### config.mk
export PLATFORM = sky130hd
export DESIGN_NAME = baudot_case_unit
export DESIGN_NICKNAME = d
export VERILOG_FILES = /design/src/rtl/baudot_case_pkg.sv /design/src/rtl/case_state_reg.sv /design/src/rtl/kbd_case_seq.sv /design/src/rtl/prn_case_decode.sv /design/src/rtl/baudot_case_unit.sv
export SDC_FILE = /design/constraint.sdc
export NUM_CORES = 1
export LEC_CHECK = 0
export CAP_MARGIN = 25
export CORE_UTILIZATION = 46
export CTS_BUF_LIST = sky130_fd_sc_hd__clkbuf_8 sky130_fd_sc_hd__clkbuf_16
export DETAILED_ROUTE_END_ITERATION = 10
export PLACE_DENSITY = 0.83
export SLEW_MARGIN = 20
export SYNTH_ARGS = -nofsm -noshare
export SYNTH_HDL_FRONTEND = slang
export SYNTH_SLANG_ARGS = --single-unit
### constraint.sdc
create_clock -name clk -period 1.4 [get_ports clk]
set_clock_uncertainty 0.1 [all_clocks]
set_input_delay 0.35 -clock clk [delete_from_list [all_inputs] [get_ports clk]]
set_output_delay 0.35 -clock clk [all_outputs]
set_load 0.05 [all_outputs]
### src/rtl/baudot_case_pkg.sv
package baudot_case_pkg;

  typedef enum logic {
    CASE_LTRS = 1'b0,
    CASE_FIGS = 1'b1
  } case_e;

endpackage

### src/rtl/case_state_reg.sv
module case_state_reg
  import baudot_case_pkg::*;
(
  input  logic  clk,
  input  logic  rst_n,
  input  logic  kbd_wr,
  input  case_e kbd_val,
  input  logic  prn_wr,
  input  case_e prn_val,
  output case_e state
);

  case_e state_d;
  case_e state_q;

  // Printer writes outrank keyboard writes.
  always_comb begin
    state_d = state_q;
    if (prn_wr)      state_d = prn_val;
    else if (kbd_wr) state_d = kbd_val;
  end

  always_ff @(posedge clk or negedge rst_n) begin
    if (!rst_n) state_q <= CASE_LTRS;
    else        state_q <= state_d;
  end

  assign state = state_q;

  assert_printer_priority_R9: assert property (@(posedge clk) disable iff (!rst_n)
    prn_wr |=> state_q == $past(prn_val));

  assert_kbd_write_R3: assert property (@(posedge clk) disable iff (!rst_n)
    (kbd_wr && !prn_wr) |=> state_q == $past(kbd_val));

  assert_hold_when_idle_R2: assert property (@(posedge clk) disable iff (!rst_n)
    (!kbd_wr && !prn_wr) |=> $stable(state_q));

endmodule

### src/rtl/kbd_case_seq.sv
module kbd_case_seq
  import baudot_case_pkg::*;
#(
  parameter int CODE_W = 5,
  parameter logic [CODE_W-1:0] LTRS_CODE = 5'o37,
  parameter logic [CODE_W-1:0] FIGS_CODE = 5'o33
) (
  input  logic              clk,
  input  logic              rst_n,
  input  logic              step,
  input  logic [CODE_W+1:0] key,
  input  logic              clr,
  input  case_e             case_now,
  output logic [CODE_W-1:0] code,
  output logic              done,
  output logic              pending,
  output logic              case_wr,
  output case_e             case_val
);

  localparam int FIG_BIT = CODE_W;
  localparam int ANY_BIT = CODE_W + 1;

  logic [CODE_W-1:0] code_d, code_q;
  logic [CODE_W-1:0] held_d, held_q;
  logic              held_v_d, held_v_q;
  logic              done_d, done_q;
  logic              fire;
  logic              key_fits;
  case_e             key_case;

  assign key_case = case_e'(key[FIG_BIT]);
  assign key_fits = key[ANY_BIT] || (key_case == case_now);

  always_comb begin
    code_d   = code_q;
    held_d   = held_q;
    held_v_d = held_v_q;
    fire     = 1'b0;
    case_wr  = 1'b0;
    case_val = case_now;
    if (step) begin
      if (held_v_q) begin
        code_d   = held_q;
        held_v_d = 1'b0;
        fire     = 1'b1;
      end else if (key != '0) begin
        fire = 1'b1;
        if (key_fits) begin
          code_d = key[CODE_W-1:0];
        end else begin
          code_d   = (key_case == CASE_FIGS) ? FIGS_CODE : LTRS_CODE;
          case_wr  = 1'b1;
          case_val = key_case;
          held_d   = key[CODE_W-1:0];
          held_v_d = 1'b1;
        end
      end
    end
    if (fire)     done_d = 1'b1;
    else if (clr) done_d = 1'b0;
    else          done_d = done_q;
  end

  always_ff @(posedge clk or negedge rst_n) begin
    if (!rst_n) begin
      code_q   <= '0;
      held_q   <= '0;
      held_v_q <= 1'b0;
      done_q   <= 1'b0;
    end else begin
      code_q   <= code_d;
      held_q   <= held_d;
      held_v_q <= held_v_d;
      done_q   <= done_d;
    end
  end

  assign code    = code_q;
  assign done    = done_q;
  assign pending = held_v_q;

  assert_held_drains_R4: assert property (@(posedge clk) disable iff (!rst_n)
    (step && held_v_q) |=> (!held_v_q && code_q == $past(held_q)));

  assert_shift_first_R3: assert property (@(posedge clk) disable iff (!rst_n)
    $rose(held_v_q) |-> (code_q == LTRS_CODE || code_q == FIGS_CODE));

  assert_delivery_flags_R8: assert property (@(posedge clk) disable iff (!rst_n)
    fire |=> done_q);

  assert_null_key_quiet_R5: assert property (@(posedge clk) disable iff (!rst_n)
    (step && !held_v_q && key == '0) |=> $stable(code_q));

  assert_no_step_quiet_R10: assert property (@(posedge clk) disable iff (!rst_n)
    !step |=> ($stable(code_q) && $stable(held_v_q)));

endmodule

### src/rtl/prn_case_decode.sv
module prn_case_decode
  import baudot_case_pkg::*;
#(
  parameter int CODE_W = 5,
  parameter logic [CODE_W-1:0] LTRS_CODE = 5'o37,
  parameter logic [CODE_W-1:0] FIGS_CODE = 5'o33
) (
  input  logic              clk,
  input  logic              rst_n,
  input  logic              valid,
  input  logic [CODE_W-1:0] code,
  input  logic              clr,
  input  case_e             case_now,
  output logic [CODE_W:0]   index,
  output logic              print,
  output logic              done,
  output logic              case_wr,
  output case_e             case_val
);

  logic [CODE_W:0] index_d, index_q;
  logic            print_d, print_q;
  logic            done_d, done_q;
  logic            is_figs, is_ltrs;

  assign is_figs = (code == FIGS_CODE);
  assign is_ltrs = (code == LTRS_CODE);

  always_comb begin
    case_wr  = valid && (is_figs || is_ltrs);
    case_val = is_figs ? CASE_FIGS : CASE_LTRS;
    print_d  = valid && !is_figs && !is_ltrs;
    index_d  = print_d ? {case_now, code} : index_q;
    if (valid)    done_d = 1'b1;
    else if (clr) done_d = 1'b0;
    else          done_d = done_q;
  end

  always_ff @(posedge clk or negedge rst_n) begin
    if (!rst_n) begin
      index_q <= '0;
      print_q <= 1'b0;
      done_q  <= 1'b0;
    end else begin
      index_q <= index_d;
      print_q <= print_d;
      done_q  <= done_d;
    end
  end

  assign index = index_q;
  assign print = print_q;
  assign done  = done_q;

  assert_shift_not_printed_R6: assert property (@(posedge clk) disable iff (!rst_n)
    print_q |-> (index_q[CODE_W-1:0] != FIGS_CODE && index_q[CODE_W-1:0] != LTRS_CODE));

  assert_print_index_R7: assert property (@(posedge clk) disable iff (!rst_n)
    (valid && !case_wr) |=> (print_q && index_q == {$past(case_now), $past(code)}));

  assert_printer_done_R8: assert property (@(posedge clk) disable iff (!rst_n)
    valid |=> done_q);

endmodule

### src/rtl/baudot_case_unit.sv
module baudot_case_unit
  import baudot_case_pkg::*;
#(
  parameter int CODE_W = 5,
  parameter logic [CODE_W-1:0] LTRS_CODE = 5'o37,
  parameter logic [CODE_W-1:0] FIGS_CODE = 5'o33
) (
  input  logic              clk,
  input  logic              rst_n,
  input  logic              kbd_step,
  input  logic [CODE_W+1:0] key_code,
  input  logic              kbd_clr,
  output logic [CODE_W-1:0] kbd_code,
  output logic              kbd_done,
  output logic              kbd_pending,
  input  logic              prn_valid,
  input  logic [CODE_W-1:0] prn_code,
  input  logic              prn_clr,
  output logic              prn_print,
  output logic [CODE_W:0]   prn_index,
  output logic              prn_done,
  output logic              case_figs
);

  localparam int SYNC_DEPTH = 2;

  logic [SYNC_DEPTH-1:0] rst_pipe;
  logic                  rst_int_n;
  case_e                 case_now;
  logic                  kbd_wr, prn_wr;
  case_e                 kbd_val, prn_val;

  // Asynchronous assert, synchronous release.
  always_ff @(posedge clk or negedge rst_n) begin
    if (!rst_n) rst_pipe <= '0;
    else        rst_pipe <= {rst_pipe[SYNC_DEPTH-2:0], 1'b1};
  end
  assign rst_int_n = rst_pipe[SYNC_DEPTH-1];

  case_state_reg u_case (
    .clk     (clk),
    .rst_n   (rst_int_n),
    .kbd_wr  (kbd_wr),
    .kbd_val (kbd_val),
    .prn_wr  (prn_wr),
    .prn_val (prn_val),
    .state   (case_now)
  );

  kbd_case_seq #(
    .CODE_W    (CODE_W),
    .LTRS_CODE (LTRS_CODE),
    .FIGS_CODE (FIGS_CODE)
  ) u_kbd (
    .clk      (clk),
    .rst_n    (rst_int_n),
    .step     (kbd_step),
    .key      (key_code),
    .clr      (kbd_clr),
    .case_now (case_now),
    .code     (kbd_code),
    .done     (kbd_done),
    .pending  (kbd_pending),
    .case_wr  (kbd_wr),
    .case_val (kbd_val)
  );

  prn_case_decode #(
    .CODE_W    (CODE_W),
    .LTRS_CODE (LTRS_CODE),
    .FIGS_CODE (FIGS_CODE)
  ) u_prn (
    .clk      (clk),
    .rst_n    (rst_int_n),
    .valid    (prn_valid),
    .code     (prn_code),
    .clr      (prn_clr),
    .case_now (case_now),
    .index    (prn_index),
    .print    (prn_print),
    .done     (prn_done),
    .case_wr  (prn_wr),
    .case_val (prn_val)
  );

  assign case_figs = (case_now == CASE_FIGS);

  assert_reset_quiet_R1: assert property (@(posedge clk) disable iff (!rst_int_n)
    $rose(rst_int_n) |-> (!kbd_pending && !kbd_done && !prn_done && !prn_print && !case_figs));

endmodule

==> results of run 1 <==
-- metrics by stage --
step / hold slack, ns / total power (µW) / worst slack [ns] / instances / utilization
4_1_cts: 0.1272 / 2778 / -0.2453 / 171 / 0.8737
2_1_floorplan: -0.04559 / 1616 / -0.1661 / 89 / -
3_3_place_gp: 0.09888 / 2263 / -0.5765 / 164 / 0.8240
3_5_place_dp: 0.1163 / 2311 / -0.6840 / 164 / 0.8240
6_report: 0.1328 / 2866 / -0.2344 / 172 / 0.8922
5_1_grt: 0.1397 / 2943 / -0.2018 / 172 / 0.8922
-- area by class of cell --
class,count,share of cell area
tap,27,0.01930
multi-input combinational,59,0.2452
timing repair buffer,52,0.3645
inverter,7,0.01501
sequential,23,0.3302
clock buffer,3,0.02359
clock inverter,1,0.002144
-- synth_stat cells (2+ instances only) --
library cell,instances
dfrtp_1,23
nand2_1,16
o21ai_0,10
inv_1,7
mux2_2,5
or2_2,5
o22ai_1,4
o22a_1,3
a21oi_1,2
nor2_1,2
-- repair_timing --
action                     CTS  global route
pin swaps                    5             8
resized for setup           18            13
buffers inserted             3             1
cloned                       0             1
setup endpoints to repair   19            21
-- how the worst max path moves through the flow --
stage	slack [ns]	cells past startpoint	end	start
after floorplan	-0.17	4	u_case.state	u_case.state
after global placement	-0.58	5	u_kbd.held_q[4]	key_code[0]
after detailed placement	-0.68	5	u_kbd.held_q[3]	key_code[5]
after CTS	-0.25	4	u_case.state	u_case.state
after global routing	-0.20	6	u_kbd.code[2]	key_code[6]
final	-0.23	5	u_kbd.held_q[4]	key_code[5]
-- state kept, by name, indices dropped and copies added (netlist names) --
| register | count |
|---|---|
| rst_pipe | 2 |
| u_kbd.held_q | 5 |
| u_prn.index | 6 |
| u_kbd.code | 5 |
| u_case.state | 1 |
| u_prn.done | 1 |
| u_prn.print | 1 |
| u_kbd.done | 1 |
| u_kbd.pending | 1 |
-- logic make-up (layout without fill, tap and decap cells) --
family                 Yosys count  in the layout
AO/OA/AOI/OAI                   22             23
XOR/XNOR                         1              1
buffers and inverters            8             63
flip-flops                      23             23
multiplexers                     5              5
other                            1              1
AND/OR/NAND/NOR                 29             29
-- metal layers --
metal	vias up	track usage
met5	-	0
met4	0	0.1778
met3	27	0.07925
met2	84	0.5081
met1	500	0.3865
li1	426	-
-- power groups by stage --
stage	Sequential [µW]	Clock, µW	Combinational (µW)
floorplan	1310	0	303
global placement	991	0	1270
detailed placement	1000	0	1310
CTS	992	410	1380
global route	1020	428	1490
finish	1020	401	1450
==> impl_metrics.csv, run 1 <==
group,metric,value,unit
critical_path,cpMaxStageDelayCell,"nor4_4",
timing,rsz0062_at_grt,"true",
final_layout,layout_common_cells,"dfrtp_1 (21), buf_4 (18), buf_12 (16), nand2_1 (15), dlygate4sd2_1 (7)",
route,drt-pass1-iter-count,4,
critical_path,cp-end-kind,"flip-flop",
route,ant_nets,0,
synth,yosysUniqueCellTypes,22,
run,cap_violations,0,
placed_design,placed_cell_area,1617,µm²
pwr,pwr-share-seq,0.355,
critical_path,cp-start-kind,"primary input",
clocking,cts-buffers-inserted,3,
pwr,peakVddDrop,1.568,mV
synth,post_synth_fa_ha_maj_area_fraction,0,
timing,post-route-period-util,1.167,
timing,worst_slack,-0.2344,ns
clocking,cts_buffer_depth,2,
route,wl_met1,1380,µm
final_layout,multi_input_area,429.2,µm²
pwr,swShare,0.3959,
clocking,worstSkewPairLatency,0.27,ns
clocking,root_buffer,"clkbuf_8",
synth,syn_avg_cell_area,10.87,µm²
run_status,violations,"setup timing",
timing,period_minus_slack,1.634,ns
critical_path,cp_slowest_stage_delay,0.34,ns
synth,synth_xor_area_frac,0.009056,
floorplanning,design.core.area,1962,µm²
synth,synth_mux_area_frac,0.05821,
clocking,htreeDepth,1,
clocking,clk_pin_slew_worst_paths,0.08,ns
final_layout,area_delta_synth_final,80.98,%
synth,netlist_area,967.2,µm²
final_layout,layout.nets,164,
pwr,clkPwrFrac,0.140,
final_layout,regArea,578.1,µm²
pwr,p_sw,1135,µW
synth,synth_top_area_share,0.5951,
critical_path,cp.required,1.44,ns
route,drc,0,
route,drtIter0Drc,59,
route,wl_met2,1958,µm
critical_path,rrSetupSlack,-0.22,ns
final_layout,drive_above_1_share,0.4414,
pwr,p_int,1732,µW
timing,tns,-1.790,ns
critical_path,arrival,1.68,ns
route,wl_met3,365,µm
global_route,grt-ovfl-total,0,
critical_path,crit_family,"simple AND/OR/NAND/NOR gates",
hold_path,hp-class,"flip-flop to asynchronous set/reset pin",
global_route,grt_pass1_vias,936,
timing,drv_slew,0,
placed_design,gp_routability_congestion,0.7738,
synth,synthArstFlopShare,1.000,
clocking,cts_tree,"built",
critical_path,crit_fanout,6,
synth,netlist_instances,89,
run_status,outcome,"finished with violations",
floorplanning,die_x,47.86,µm
critical_path,r2r_start,"u_case.state",
global_route,grt_usage,0.3160,
synth,synth-simple-area-share,0.1565,
global_route,grt_max_degree,22,
final_layout,num_antenna_cells,0,
synth,synth_top_area_cell,"dfrtp_1",
synth,synthFlopType,"dfrtp_1",
clocking,cts_sinks,23,
floorplanning,row_count,16,
critical_path,path_buf_inv,1,
synth,ys_ff_latch,23,
synth,synth_nets,107,
clocking,holdBufCountCts,0,
synth,synth.area.top_cells,"dfrtp_1 (60%), nand2_1 (6.2%), mux2_2 (5.8%)",
pwr,cellLeakagePower,0.0008386,µW
final_layout,final_common_cell,"dfrtp_1",
synth,seq_area_frac_synth,0.5951,
floorplanning,pin_count,34,
route,viasPerCell,6.029,
timing,setup_viol,13,
final_layout,design_area,1750,µm²
floorplanning,die_h,47.86,µm
final_layout,fillers,86,
synth,synth_edf_count,0,
timing,fmax,611.8,MHz
placed_design,port_buffers,33,
synth,synth_compound_area_frac,0.1449,
global_route,grt_pass1_wl,4671,µm
global_route,antenna_found_initial,0,
pwr,power_frac_comb,0.505,
route,detail_route.wl_per_cell,22.77,µm
critical_path,r2r_end,"u_kbd.held_q[4]",
route,vias,1037,
synth,synth_top_family_by_area,"simple AND/OR/NAND/NOR gates",
timing,hold_viol_final,0,
critical_path,r2r_cells,4,
route,wl,3917,µm
placed_design,hpwl,1908,µm
pwr,power_density,1637,nW/µm²
floorplanning,die-area,2290,µm²
floorplanning,initial_core_util,0.4930,
synth,yosys_warnings,0,
critical_path,path_cells,"dlygate4sd2_1 -> xnor2_2 -> nor4_4 -> nand2_4 -> mux2_2",
route,top_layer_used,"met4",
critical_path,crit_type,"primary input to flip-flop",
(Power assumes the default switching activity.)
==> run 2, diff against run 1 <==
Settings changed: CORE_MARGIN set to 2.
==> impl_metrics.csv, run 2 (synthesis results as in run 1) <==
group,metric,value,unit
run_status,outcome,"finished with violations",
run_status,violations,"setup timing",
timing,worst_slack,-0.1819,ns
clocking,cts_tree,"built",
timing,period_minus_slack,1.582,ns
route,drc,0,
floorplanning,die_x,49.86,µm
global_route,grt-ovfl-total,0,
final_layout,design_area,1794,µm²
timing,rsz0062_at_grt,"true",
global_route,grt_max_degree,13,
critical_path,cp-start-kind,"flip-flop",
clocking,cts_sinks,23,
floorplanning,die-area,2486,µm²
floorplanning,die_h,49.86,µm
route,viasPerCell,5.851,
placed_design,placed_cell_area,1624,µm²
floorplanning,pin_count,34,
final_layout,regArea,578.1,µm²
route,vias,1024,
final_layout,num_antenna_cells,0,
final_layout,layout_common_cells,"buf_4 (21), dfrtp_1 (21), buf_12 (16), nand2_1 (13), dlygate4sd2_1 (9)",
critical_path,crit_fanout,6,
global_route,grt_usage,0.3096,
run,cap_violations,0,
route,wl,3904,µm
placed_design,placed_cells,165,
floorplanning,row_count,16,
route,drt-pass1-iter-count,4,
placed_design,port_buffers,33,
clocking,worstSkewPairLatency,0.26,ns
timing,fmax,632.2,MHz
final_layout,layout.nets,167,
final_layout,finalNonFillerCells,175,
placed_design,gp_routability_congestion,0.7794,
global_route,antenna_found_initial,0,
final_layout,multi_input_area,466.7,µm²
timing,setup_viol,12,
hold_path,hp-class,"flip-flop to asynchronous set/reset pin",
pwr,peakVddDrop,1.249,mV
timing,post-route-period-util,1.130,
final_layout,drive_above_1_share,0.4865,
floorplanning,initial_core_util,0.4880,
final_layout,fillers,76,
pwr,power_density,1656,nW/µm²
pwr,cellLeakagePower,0.0008374,µW
placed_design,place_ws,-0.6645,ns
critical_path,cp.required,1.45,ns
route,drtIter0Drc,47,
global_route,grt_pass1_vias,1069,
route,detail_route.wl_per_cell,22.31,µm
final_layout,area_delta_synth_final,85.51,%
clocking,root_buffer,"clkbuf_8",
critical_path,cp-end-kind,"flip-flop",
placed_design,hpwl,2056,µm
final_layout,largest_register_ffs,6,
critical_path,arrival,1.63,ns
clocking,clk_pin_slew_worst_paths,0.08,ns
route,ant_nets,0,
critical_path,crit_type,"flip-flop to flip-flop",
timing,hold_viol_final,0,
clocking,cts_buffer_depth,2,
clocking,cts-buffers-inserted,3,
clocking,htreeDepth,1,
floorplanning,design.core.area,1982,µm²
timing,drv_slew,0,
global_route,grt_pass1_wl,5554,µm
==> run 2: metal layers <==
| metal | vias to the layer above | part of all wire | GRT usage |
|---|---|---|---|
| met5 | - | 0 | 0 |
| met4 | 0 | 0.026 | 0.1204 |
| met3 | 12 | 0.065 | 0.06061 |
| met2 | 72 | 0.53 | 0.5422 |
| met1 | 515 | 0.38 | 0.3735 |
| li1 | 425 | - | - |
==> run 2: final cells by class <==
cell class,count,share of cell area
clock inverter,1,0.002092
clock buffer,3,0.02301
multi-input combinational,59,0.2601
inverter,7,0.01464
tap,27,0.01883
sequential,23,0.3222
timing repair buffer,55,0.3591
==> run 2: worst max-delay path, cell delays in order, from the launching register on <==
cell,delay (ns)
dfrtp_2,0.45
xnor2_4,0.17
nor4_4,0.28
nand2_4,0.14
mux2_4,0.33
==> run 2: power breakdown <==
part | leakage [µW] | switching [µW] | internal [µW]
Clock | 0.0000269 | 210 | 196
Combinational | 0.000541 | 789 | 755
Sequential | 0.000269 | 179 | 843
Total | 0.000837 | 1180 | 1790
==> run 2: path summary, 6_finish.rpt <==
kind	to	cells after the start	slack, ns	startpoint
max	u_kbd.held_q[4]	4	-0.18	u_case.state
min	u_prn.done	1	0.11	rst_pipe[1]
max reg2reg	u_kbd.held_q[4]	4	-0.18	u_case.state
min reg2reg	u_prn.done	1	0.11	rst_pipe[1]
max in group asynchronous	u_kbd.pending	1	0.92	rst_pipe[1]
min in group clk	rst_pipe[1]	0	0.27	rst_pipe[0]
==> run 2: metrics by stage <==
stage	utilization	setup TNS (ns)	total power [µW]	hold slack (ns)
5_1_grt	0.9053	-1.657	3061	0.1320
6_report	0.9053	-1.167	2972	0.1149
4_1_cts	0.8902	-0.7097	2830	0.1222
3_3_place_gp	0.8194	-8.787	2266	0.08020
3_5_place_dp	0.8194	-9.619	2319	0.1153
2_1_floorplan	-	-1.055	1616	-0.04559
==> run 2: what timing repair did <==
| item | 4_1_cts | 5_1_grt |
|---|---|---|
| buffers inserted | 5 | 0 |
| endpoints found under the setup margin | 21 | 14 |
| hold buffers | 0 | 0 |
| pin swaps | 11 | 2 |
| resized for setup | 30 | 11 |
| cloned | 0 | 1 |
==> run 3, diff against run 2 <==
Settings changed: CORE_UTILIZATION 46 to 43, PLACE_DENSITY 0.83 to 0.79.
Clock period 1.4 ns to 1.7 ns, I/O delays scaled along.
==> impl_metrics.csv, run 3 (synthesis results as in run 1) <==
group,metric,value,unit
clocking,worstSkewPairLatency,0.26,ns
route,ant_nets,0,
route,detail_route.wl_per_cell,16.05,µm
global_route,antenna_found_initial,0,
route,vias,882,
clocking,cts_sinks,23,
pwr,cellLeakagePower,0.0007877,µW
final_layout,layout_common_cells,"dfrtp_1 (22), buf_12 (16), buf_4 (16), nand2_1 (15), clkdlybuf4s50_1 (11)",
run,cap_violations,0,
critical_path,cp-start-kind,"primary input",
critical_path,r2r_start,"u_case.state",
clocking,clk_pin_slew_worst_paths,0.08,ns
final_layout,largest_register_ffs,6,
timing,holdWs,0.1057,ns
critical_path,cp_slowest_stage_delay,0.49,ns
final_layout,area_delta_synth_final,74.77,%
hold_path,hp-class,"flip-flop to asynchronous set/reset pin",
timing,tns,0,ns
clocking,cts-buffers-inserted,3,
critical_path,cp-end-kind,"flip-flop",
route,viasPerCell,5.219,
floorplanning,initial_core_util,0.4458,
route,wl,2713,µm
timing,setup_viol,0,
placed_design,gp_routability_congestion,0.8229,
final_layout,final_common_cell,"dfrtp_1",
pwr,power_density,1328,nW/µm²
timing,period_minus_slack,1.661,ns
final_layout,num_antenna_cells,0,
critical_path,rrSetupSlack,0.07,ns
clocking,htreeDepth,1,
placed_design,place_ws,-0.4226,ns
clocking,root_buffer,"clkbuf_8",
critical_path,crit_type,"primary input to flip-flop",
placed_design,placed_cell_area,1594,µm²
final_layout,finalNonFillerCells,169,
critical_path,path_cells,"clkdlybuf4s50_1 -> nand4_1 -> or2_4 -> a311o_2",
pwr,peakVddDrop,1.051,mV
timing,hold_viol_final,0,
floorplanning,row_count,17,
final_layout,layout.nets,160,
timing,drv_slew,0,
global_route,grt_pass1_vias,863,
placed_design,port_buffers,33,
floorplanning,die-area,2645,µm²
floorplanning,pin_count,34,
clocking,cts_tree,"built",
global_route,grt_max_degree,14,
timing,worst_slack,0.03917,ns
route,drc,0,
global_route,grt_pass1_wl,4215,µm
floorplanning,die_x,51.43,µm
global_route,grt-ovfl-total,0,
route,drtIter0Drc,7,
placed_design,placed_cells,163,
run_status,outcome,"finished clean",
critical_path,r2r_end,"u_kbd.held_q[3]",
critical_path,r2r_cells,4,
timing,post-route-period-util,0.9770,
final_layout,fillers,143,
floorplanning,die_h,51.43,µm
critical_path,cp.required,1.75,ns
final_layout,drive_above_1_share,0.4113,
floorplanning,design.core.area,2170,µm²
placed_design,hpwl,2023,µm
final_layout,design_area,1690,µm²
critical_path,arrival,1.71,ns
critical_path,crit_fanout,3,
critical_path,cpMaxStageDelayCell,"clkdlybuf4s50_1",
timing,fmax,602.1,MHz
clocking,cts_buffer_depth,2,
route,drt-pass1-iter-count,4,
global_route,grt_usage,0.2242,
[run 3: worst max-delay path by stage]
stage                             start         endpoint  slack (ns)
after floorplan           u_kbd.pending     u_case.state        0.03
after global placement      key_code[0]  u_kbd.held_q[4]       -0.36
after detailed placement    key_code[5]  u_kbd.held_q[3]       -0.42
after CTS                   prn_code[0]     u_case.state       0.004
after global routing        prn_code[4]     u_case.state      -0.003
final                       prn_code[4]     u_case.state        0.04
[run 3: repair_timing]
action                                  in CTS  in global routing
gates resized for setup                     12                  6
hold buffers                                 0                  0
endpoints found under the hold margin        0                  0
gates cloned                                 0                  0
pin swaps                                    6                  4
setup buffers                                2                  0
endpoints found under the setup margin      12                  6
[run 3: metrics by stage]
step	total power, µW	util
CTS	2240	0.7739
global placement	1825	0.7347
global route	2330	0.7791
finish	2246	0.7791
detailed placement	1867	0.7347
floorplan	1319	-
[run 3: critical path: cells and delay by family]
family                 cells  cell delay [ns]
buffers and inverters      1             0.49
AOI/OAI and AO/OA          1             0.35
and+or+nand+nor            2             0.44
[run 3: area by class of cell]
type | count | area [µm²] | share of cell area
clock buffer | 3 | 41.29 | 0.02443
clock inverter | 1 | 5.005 | 0.002961
inverter | 7 | 26.28 | 0.01554
multi-input combinational | 58 | 396.6 | 0.2346
sequential | 23 | 576.8 | 0.3412
tap | 28 | 35.03 | 0.02073
timing repair buffer | 49 | 609.3 | 0.3605
[run 3: power by group]
part           total (µW)  switching (µW)  internal (µW)
logic                1090             542            547
clock network         331             168            163
registers             825             132            693
total                2250             842           1400
[run 3: per-layer routing]
metal,share of wire,track usage,vias to the layer above,routed length (µm)
met1,0.41,0.2726,437,1109
met5,0,0,-,0
met4,0.029,0.1228,0,78
met3,0.032,0.03801,8,88
li1,-,-,414,-
met2,0.53,0.3761,23,1437
